[src/rtl/irq_vector_front.sv]
module irq_vector_front #(
  parameter int          SYNC_STAGES = 2,
  parameter logic [15:0] VEC_NMI     = 16'h0024,
  parameter logic [15:0] VEC_HI      = 16'h003C,
  parameter logic [15:0] VEC_MID     = 16'h0034,
  parameter logic [15:0] VEC_LO      = 16'h002C
) (
  input  logic        clk,
  input  logic        rst_n,
  input  logic        nmi_pin,
  input  logic        rq_hi,
  input  logic        rq_mid,
  input  logic        rq_lo,
  input  logic        rq_ext,
  input  logic        sin,
  input  logic        ie_set,
  input  logic        ie_clr,
  input  logic        mw_stb,
  input  logic [7:0]  mw_data,
  output logic [7:0]  mr_data,
  input  logic        boundary,
  output logic        take,
  output logic [2:0]  src_id,
  output logic [15:0] vector,
  output logic        ack_n,
  output logic        sout
);
  localparam int NPIN = 6;
  localparam int P_NMI = 0, P_HI = 1, P_MID = 2, P_LO = 3, P_EXT = 4, P_SIN = 5;
  localparam logic [2:0] ID_NONE = 3'd0, ID_NMI = 3'd1, ID_HI = 3'd2,
                         ID_MID = 3'd3, ID_LO = 3'd4, ID_EXT = 3'd5;

  logic [SYNC_STAGES-1:0][NPIN-1:0] pipe;
  logic [NPIN-1:0] lvl;
  logic [1:0]      prev;
  logic            rise_nmi, rise_hi;
  logic            ie, pend_hi, nmi_arm;
  logic [2:0]      mask;
  logic [2:0]      sel_id;
  logic [15:0]     sel_vec;
  logic            accept;
  logic            unused_bit5;

  assign unused_bit5 = mw_data[5];

  always_ff @(posedge clk or negedge rst_n)
    if (!rst_n) begin
      pipe <= '0;
      prev <= '0;
    end else begin
      pipe[0] <= {sin, rq_ext, rq_lo, rq_mid, rq_hi, nmi_pin};
      for (int i = 1; i < SYNC_STAGES; i++) pipe[i] <= pipe[i-1];
      prev <= {lvl[P_HI], lvl[P_NMI]};
    end

  assign lvl      = pipe[SYNC_STAGES-1];
  assign rise_nmi = lvl[P_NMI] & ~prev[0];
  assign rise_hi  = lvl[P_HI]  & ~prev[1];

  always_comb begin
    sel_id  = ID_NONE;
    sel_vec = 16'h0000;
    if (nmi_arm && lvl[P_NMI]) begin
      sel_id = ID_NMI;  sel_vec = VEC_NMI;
    end else if (ie && !mask[2] && pend_hi) begin
      sel_id = ID_HI;   sel_vec = VEC_HI;
    end else if (ie && !mask[1] && lvl[P_MID]) begin
      sel_id = ID_MID;  sel_vec = VEC_MID;
    end else if (ie && !mask[0] && lvl[P_LO]) begin
      sel_id = ID_LO;   sel_vec = VEC_LO;
    end else if (ie && lvl[P_EXT]) begin
      sel_id = ID_EXT;
    end
  end

  assign accept = boundary && (sel_id != ID_NONE);

  always_ff @(posedge clk or negedge rst_n)
    if (!rst_n) begin
      ie      <= 1'b0;
      mask    <= 3'b111;
      pend_hi <= 1'b0;
      nmi_arm <= 1'b0;
      sout    <= 1'b0;
      take    <= 1'b0;
      src_id  <= ID_NONE;
      vector  <= 16'h0000;
      ack_n   <= 1'b1;
    end else begin
      if (accept && sel_id != ID_NMI) ie <= 1'b0;
      else if (ie_clr)                ie <= 1'b0;
      else if (ie_set)                ie <= 1'b1;

      if (mw_stb && mw_data[3]) mask <= mw_data[2:0];
      if (mw_stb && mw_data[6]) sout <= mw_data[7];

      if (rise_hi)                                           pend_hi <= 1'b1;
      else if ((mw_stb && mw_data[4]) || (accept && sel_id == ID_HI)) pend_hi <= 1'b0;

      if (!lvl[P_NMI])                       nmi_arm <= 1'b0;
      else if (rise_nmi)                     nmi_arm <= 1'b1;
      else if (accept && sel_id == ID_NMI)   nmi_arm <= 1'b0;

      take   <= accept;
      src_id <= accept ? sel_id  : ID_NONE;
      vector <= accept ? sel_vec : 16'h0000;
      ack_n  <= !(accept && sel_id == ID_EXT);
    end

  assign mr_data = {lvl[P_SIN], pend_hi, lvl[P_MID], lvl[P_LO], ie, mask};
endmodule

[config.mk]
export PLATFORM = sky130hd
export DESIGN_NAME = irq_vector_front
export DESIGN_NICKNAME = d
export VERILOG_FILES = /design/src/rtl/irq_vector_front.sv
export SDC_FILE = /design/constraint.sdc
export NUM_CORES = 1
export LEC_CHECK = 0
export ABC_CLOCK_PERIOD_IN_PS = 3700
export BUFFER_PORTS_ARGS = -buffer_cell sky130_fd_sc_hd__buf_2
export CORE_UTILIZATION = 48
export DETAILED_ROUTE_END_ITERATION = 6
export PLACE_DENSITY = 0.82
export SYNTH_ARGS = -nofsm -noshare
export SYNTH_HDL_FRONTEND = slang
export SYNTH_SLANG_ARGS = --single-unit
[constraint.sdc]
create_clock -name clk -period 3.7 [get_ports clk]
set_input_delay 0.185 -clock clk [delete_from_list [all_inputs] [get_ports clk]]
set_output_delay 0.185 -clock clk [all_outputs]
set_load 0.005 [all_outputs]
# ---- Word level (Yosys, flattened, before mapping)
# Index checks and enable logic that the tools add are counted.
# W data, S select, Z words.
dict set report op_classes {
  n_eq_ne 5
  muxes 19
  bitwise_logic 4
  reduce_logical 24
}
# operator count
set op_table {}
lappend op_table {{$mux W6} 4}
lappend op_table {{$mux W3} 6}
lappend op_table {{$logic_and A1 B1 Y1} 16}
lappend op_table {{$mux W16} 1}
lappend op_table {{$mux W1} 8}
lappend op_table {{$ne A3 B1 Y1 const B} 2}
lappend op_table {{$reduce_bool A3 Y1} 2}
lappend op_table {{$logic_not A1 Y1} 4}
lappend op_table {{$eq A3 B1 Y1 const B} 1}
lappend op_table {{$eq A3 B2 Y1 const B} 1}
lappend op_table {{$eq A3 B3 Y1 const B} 1}
lappend op_table {{$and A1 B1 Y1} 2}
lappend op_table {{$not A1 Y1} 2}
lappend op_table {{$reduce_bool A2 Y1} 1}
lappend op_table {{$logic_or A1 B1 Y1} 1}
dict set report word_totals {
  regBits 42
  inputBits 20
  out_inout_bits 30
}

# ---- Depth between registers and ports, before layout
# Gate-level depths: netlist of the first run.
dict set report logic_depth {
  ltp_word 13
  ltp_mapped 4
}

# ---- Worst setup path before layout of the first run
# No wires, ideal clock.
dict set report synth_timing {
  path_type {register -> register}
  startpoint {reg mask[0]}
  endpoint {reg take}
  setup_ps 124
  arrival_time_ps 1101
  t_required_ps 3576
  slack_ps 2475
  path_stages_with_launch 5
  path_buffers 0
  path_cell_list {dfstp_2 nor2b_1 nor2_1 a21oi_1 or2_1}
}
dict set report synth_between {
  elab_chain_len 9
}
# item line
set synth_rtl {}
lappend synth_rtl {{from (decl)} 38} ;# logic [2:0] mask;
lappend synth_rtl {{from (signal assigned)} 94} ;# if (mw_stb && mw_data[3]) mask <= mw_data[2:0];
lappend synth_rtl {{$logic_not A1 Y1} 69} ;# end else if (ie && !mask[0] && lvl[P_LO]) begin
lappend synth_rtl {{$logic_and A1 B1 Y1 (2 in series)} 69}
lappend synth_rtl {{$mux W3} 69}
lappend synth_rtl {{$mux W3} 67} ;# end else if (ie && !mask[1] && lvl[P_MID]) begin
lappend synth_rtl {{$mux W3} 65} ;# end else if (ie && !mask[2] && pend_hi) begin
lappend synth_rtl {{$mux W3} 63} ;# if (nmi_arm && lvl[P_NMI]) begin
lappend synth_rtl {{$reduce_bool A3 Y1} 76} ;# assign accept = boundary && (sel_id != ID_NONE);
lappend synth_rtl {{$logic_and A1 B1 Y1} 76}
lappend synth_rtl {{named net accept} 41} ;# logic accept;
lappend synth_rtl {{to (signal assigned)} 104} ;# take <= accept;
lappend synth_rtl {{to (decl)} 22} ;# output logic take,
# The timed path passes the listed nets, and every way through them passes these cells.
# A chain may end at the register's enable or synchronous reset.

# ---- Final worst setup path of the first run
# Ends and elaborated chain as after synthesis.

==> impl_results.md, run 1 <==
- Vias per cell: 4.41
- Crit-path slowest cell: dfstp_2
- CP top delay family: flip-flops
- Initial antenna violation count: 0
- Worst-Margin Slew: 575 ps
- HPWL Detailed: roughly 1100 um
- RSZ-0062 raised after global routing: no
- Hold slack: approximately 94 ps
- Final period utilization: 0.370
- Nets: approximately 150
- Sink of the worst hold path: mask[2]
- Post-synthesis cell area: 1100 um2
- WP data arrival: 1580 ps
- Layout Cells excl Fill: about 150
- Logic gate share of total power: 0.143
- IO Port Bufs: 36
- Worst Min Path Start: mw_data[2]
- R2r worst-path depth: 4
- FF-to-FF setup slack: ~2300 ps
- Drt pass-1 iters: 2
- Crit path buffers/inverters: 0
- P_int: 0.435 mW
- Drc violations: 0
- CTS tree: yes
- Register bit total from synthesis: 28
- Largest net degree at the start of global routing: 29
- Overall fraction of global-route tracks in use: 0.137
- Clock-pin slew on the worst setup and hold paths: between 100 and 150 ps
- Number of H-tree levels: 1
- Clk buf depth: 2
- First-pass GRT wire length: between 2000 and 3000 um
- Post-cts resize count: 0
- Critical R2R Launch: mask[0]
- Highest Signal Layer: met3
- DRT Wirelength: 1580 um
- Final Hold Viols: 0
- Mapped Cells: 85
- Vias in the first global route: about 610
- Starting Density: 0.533
- Commonest non-fill, non-tap cell in the layout: buf_2
- Slew margin rel.: 0.617
- RR Endpoint: take
- Leak Pwr: 0.673 nW
- Fin crit period: between 1000 and 1500 ps
- Setup violations, final: 0
- TritonCTS buffer count: 3
- Worst hold path type: primary input to flop
- Max Slew Vio Count: 0
- Met3 wire len: 99 um
- Peak supply drop: roughly 0.40 mV
- Outcome: complete, no violations
- Routed length on met2: a little under 900 um
- Most frequent cells in the layout: 36 x buf_2, 24 x dfrtp_1, 12 x conb_1, 8 x dlygate4sd3_1
- Area Growth Syn to Fin: 20.8%
- Die Y: about 50 um
- Syn_area_per_cell: ~13 um2
- Final Skew: between 1.5 and 2 ps
- Yosys cell types: 22
- Core Area: slightly above 2000 um2
- Inst Count DP: 140
- Max cap viols: 0
- CP max stage delay: just under 600 ps
- Crit path capture type: flop
- Clk_lat worst skew: a little over 300 ps
- Sw Ratio: 0.233
- Pwr/cell area: 427 nW/um2
- YS warnings: 0
- Fillers: 171
- Clock root buffer master: clkbuf_4
- RD Place Congestion: approximately 0.8
- Wire per inst: 10.4 um
- Vias: around 670
- Hold Path Stages: 2
- Post-synthesis sequential area ratio: 0.642
- Cell Rows: 16
- Multi-input gate area: 289 um2
- ANT cells: 0
- Highest clock rate: ~0.73 GHz
- # clock sinks: 28
- Final setup TNS: 0 ps
- NetSw: approximately 0.13 mW
- Clock share of power: 0.247
- Metal-1 WL: just over 600 um
- Grt ovf: 0
- Total Die Area: around 2500 um2
- IO Pins: 50
- Final ANT Viol Nets: 0
- Cells along the critical path: nor2b_1, nor2_1, a21oi_1, or2_1
- Die width: around 50 um
- Sequential share of power: 0.610
- CP Max Fanout: 4
- Setup crit start kind: flop
- FF+latch area: 706 um2
- Data required, critical path: approximately 4000 ps
- Proportion of layout cells with a drive suffix above 1: 0.416
- Iter 0 DRT Violations: 2
- Crit Path Class: flop to flop
==> worst reg2reg max path, cell delays in order (launching register included) <==
cell     delay, ps
dfstp_2        580
nor2b_1         70
nor2_1         240
a21oi_1        160
or2_1          220
==> stage by stage <==
stage                     power (mW)   util  setup slack, ps  area (um2)
final                          0.567  0.644             2330        1330
after floorplan                0.405      -             2470        1140
after global routing           0.597  0.644             2270        1330
after CTS                      0.572  0.640             2320        1320
after global placement         0.423  0.588             2420        1210
after detailed placement       0.426  0.588             2370        1210
==> kinds of logic after synthesis <==
| logic type | after synthesis | synth area share |
|---|---|---|
| multiplexers | 4 | 0.0410 |
| AND/OR/NAND/NOR | 22 | 0.110 |
| buffers and inverters | 20 | 0.133 |
| AO/OA/AOI/OAI | 10 | 0.0705 |
| flip-flops | 28 | 0.642 |
| other | 1 | 0.00341 |
==> worst max path at each step <==
stage                       start    to  slack (ps)  cells after the start
after floorplan           mask[0]  take        2470                      4
after global routing      mask[0]  take        2270                      4
after CTS                 mask[0]  take        2320                      4
final                     mask[0]  take        2330                      4
after global placement    mask[0]  take        2420                      4
after detailed placement  mask[0]  take        2370                      4
==> power by group through the flow <==
stage	clock (mW)	sequential [mW]	combinational (mW)
final	0.140	0.346	0.0810
after global routing	0.157	0.349	0.0904
after floorplan	0	0.351	0.0535
after global placement	0	0.350	0.0725
after CTS	0.145	0.346	0.0808
after detailed placement	0	0.352	0.0746
==> final cells by class <==
| class | instances | area share |
|---|---|---|
| inverter | 1 | 0.00282 |
| multi-input combinational | 48 | 0.218 |
| sequential | 28 | 0.531 |
| tap | 27 | 0.0254 |
| clock buffer | 4 | 0.0273 |
| timing repair buffer | 44 | 0.196 |
==> metal layers <==
layer  global-route usage  vias to the layer above
li1                     -                      321
met1                0.149                      317
met5                    0                        -
met4               0.0286                        0
met3               0.0432                        0
met2                0.257                       33
==> sequential cells by signal, indices dropped and copies added (netlist names) <==
signal	cells
lvl	6
pipe	6
mask	3
vector	3
prev	2
src_id	2
ack_n	1
ie	1
nmi_arm	1
pend_hi	1
sout	1
take	1
==> cells in the mapped netlist, drive strengths merged <==
| master | instances | area [um2] |
|---|---|---|
| nor2 | 6 | 22.5 |
| a211oi | 1 | 20.0 |
| dfrtp | 24 | 601 |
| inv | 1 | 3.75 |
| o21a | 1 | 7.51 |
| conb | 1 | 3.75 |
| mux2 | 4 | 45.0 |
| nor2b | 3 | 33.8 |
| o211ai | 1 | 7.51 |
| or2 | 2 | 15.0 |
| dfstp | 4 | 105 |
| nor3 | 1 | 5.00 |
| buf | 19 | 143 |
| a21boi | 2 | 15.0 |
| a21oi | 2 | 10.0 |
| nand3 | 2 | 10.0 |
| o31ai | 1 | 7.51 |
| nand2b | 2 | 12.5 |
| o21ai | 2 | 10.0 |
| nand2 | 6 | 22.5 |
==> timing repair <==
item | in CTS | in global routing
hold endpoints to repair | 30 | 1
setup endpoints to repair | 0 | 0
setup buffers | 0 | 0
hold buffers | 7 | 1
(Power assumes the default switching activity.)
==> run 2, diff against run 1 <==
==> config.mk (replaced) <==
export PLATFORM = sky130hd
export DESIGN_NAME = irq_vector_front
export DESIGN_NICKNAME = d
export VERILOG_FILES = /design/src/rtl/irq_vector_front.sv
export SDC_FILE = /design/constraint.sdc
export NUM_CORES = 1
export LEC_CHECK = 0
export ABC_CLOCK_PERIOD_IN_PS = 1300
export BUFFER_PORTS_ARGS = -buffer_cell sky130_fd_sc_hd__buf_2
export CORE_UTILIZATION = 45
export DETAILED_ROUTE_END_ITERATION = 6
export PLACE_DENSITY = 0.77
export SYNTH_ARGS = -nofsm -noshare
export SYNTH_HDL_FRONTEND = slang
export SYNTH_SLANG_ARGS = --single-unit
==> constraint.sdc (replaced) <==
create_clock -name clk -period 1.3 [get_ports clk]
set_input_delay 0.065 -clock clk [delete_from_list [all_inputs] [get_ports clk]]
set_output_delay 0.065 -clock clk [all_outputs]
set_load 0.005 [all_outputs]
==> impl_results.md, run 2 (synthesized netlist as in run 1, its figures left out) <==
- Crit path capture type: flop
- Inst Count DP: 143 (+2.1%)
- Die width: 51.4 um (+3.1%)
- CP Max Fanout: 4 (unchanged)
- Pwr/cell area: 1170 nW/um2 (+170%)
- TritonCTS buffer count: 3 (unchanged)
- Initial antenna violation count: 0 (unchanged)
- Final ANT Viol Nets: 0 (unchanged)
- IO Port Bufs: 36 (unchanged)
- RSZ-0062 raised after global routing: yes
- Max Slew Vio Count: 0 (unchanged)
- First-pass GRT wire length: 2660 um (+5.8%)
- Worst hold path type: primary input to flop
- Clk buf depth: 2 (unchanged)
- Leak Pwr: 0.706 nW (+4.9%)
- Grt ovf: 0 (unchanged)
- Clock-pin slew on the worst setup and hold paths: 130 ps (about the same)
- Overall fraction of global-route tracks in use: 0.137 (+0.000443)
- Final setup TNS: 0 ps (unchanged)
- RD Place Congestion: 0.728 (-10%)
- Crit Path Class: flop to flop
- Proportion of layout cells with a drive suffix above 1: 0.432 (+0.0158)
- Nets: 153 (+4.8%)
- Final instance area: 1410 um2 (+5.9%)
- Fin crit period: 1250 ps (-118 ps)
- IO Pins: 50 (unchanged)
- HPWL Detailed: 1170 um (+10%)
- Clk_lat worst skew: 320 ps (about the same)
- Cell Rows: 17 (+1)
- CTS tree: yes
- Drc violations: 0 (unchanged)
- Highest clock rate: 0.800 GHz (+9.4%)
- DRT Wirelength: 1610 um (+2.0%)
- DP Worst Slack: 48.7 ps (-2320 ps)
- Layout Cells excl Fill: 160 (+5.3%)
- ANT cells: 0 (unchanged)
- Vias in the first global route: 658 (+8.0%)
- Commonest non-fill, non-tap cell in the layout: buf_2
- Iter 0 DRT Violations: 2 (unchanged)
- Total Die Area: 2650 um2 (+6.4%)
- Number of H-tree levels: 1 (unchanged)
- Most frequent cells in the layout: 36 x buf_2, 24 x dfrtp_1, 13 x dlygate4sd3_1, 12 x conb_1
- Largest net degree at the start of global routing: 29 (unchanged)
- Vias per cell: 4.46 (+0.95%)
- Data required, critical path: 1560 ps (-2360 ps)
- Worst-Margin Slew: 578 ps (+2.45 ps)
- Setup violations, final: 0 (unchanged)
- Vias: 713 (+6.3%)
- Max cap viols: 0 (unchanged)
- WP data arrival: 1510 ps (-70 ps)
- Starting Density: 0.488 (-0.0456)
- Core Area: 2250 um2 (+9.3%)
- Final Skew: 1.50 ps (-0.379 ps)
- # clock sinks: 28 (unchanged)
- Clock root buffer master: clkbuf_4
- Setup crit start kind: flop
- Final Hold Viols: 0 (unchanged)
- Outcome: complete, no violations
- Slew margin rel.: 0.615 (-0.00163)
- Area after DPL: 1230 um2 (+1.3%)
- Final period utilization: 0.961 (+0.592)
- Die Y: 51.4 um (+3.1%)
- Wire per inst: 10.1 um (-3.1%)
- Area Growth Syn to Fin: 28.0%
- Final setup margin: 50.5 ps (-2280 ps)
- Drt pass-1 iters: 2 (unchanged)
- Peak supply drop: 0.839 mV (+110%)
[run 2: cell count changes in the layout (fill, tap and decap cells not counted), moves of 2 or more]
cell	before	now
a21oi_1	2	0
a21oi_2	0	2
buf_4	0	2
dlygate4sd3_1	8	13
[run 2: final cells by class]
cell class                 count  area, um2
tap                           28       35.0
timing repair buffer          51        325
fill                         195        847
multi-input combinational     48        302
inverter                       1       3.75
clock buffer                   4       36.3
sequential                    28        706
[run 2: timing repair]
| action | in CTS | in global routing |
|---|---|---|
| gates resized for setup | 0 | 4 |
| hold buffers | 13 | 0 |
| hold endpoints to repair | 35 | 0 |
| setup buffers | 0 | 0 |
| endpoints found under the setup margin | 0 | 5 |
[run 2: stage by stage]
stage	hold WS [ps]	total power [mW]	utilization
after floorplan	-231	1.15	-
after global placement	85.3	1.21	0.545
after detailed placement	99.7	1.22	0.545
after CTS	11.9	1.66	0.619
after global routing	19.8	1.73	0.624
final	27.0	1.65	0.624
[run 2: worst max-delay path, stage by stage (launching register included)]
cell and delay, ps:
dfstp_2 590, nor2b_4 60, or2_4 260, a211oi_4 200, nand2_1 80
[run 2: path summary, 6_finish.rpt]
path	start	to	slack, ps	cells past startpoint
worst min-delay path	boundary	vector[2]	30	2
worst max-delay path	mask[1]	ack_n	50	4
worst min register to register	pipe[0]	lvl[0]	370	0
worst max register to register	mask[1]	ack_n	50	4
max in group asynchronous	rst_n	ack_n	650	2
min in group asynchronous	rst_n	pipe[2]	270	2
[run 2: report_power, final]
| part | switching [mW] | internal, mW |
|---|---|---|
| clock | 0.232 | 0.171 |
| combinational | 0.118 | 0.141 |
| sequential | 0.0384 | 0.944 |
[run 2: metal layers]
| layer | part of all wire | global-route usage | vias to the layer above | routed length (um) |
|---|---|---|---|---|
| met5 | 0 | 0 | - | 0 |
| met4 | 0.015 | 0.0676 | 0 | 25 |
| met3 | 0.061 | 0.0238 | 4 | 98 |
| met2 | 0.51 | 0.251 | 30 | 830 |
| met1 | 0.41 | 0.151 | 340 | 658 |
| li1 | - | - | 339 | - |
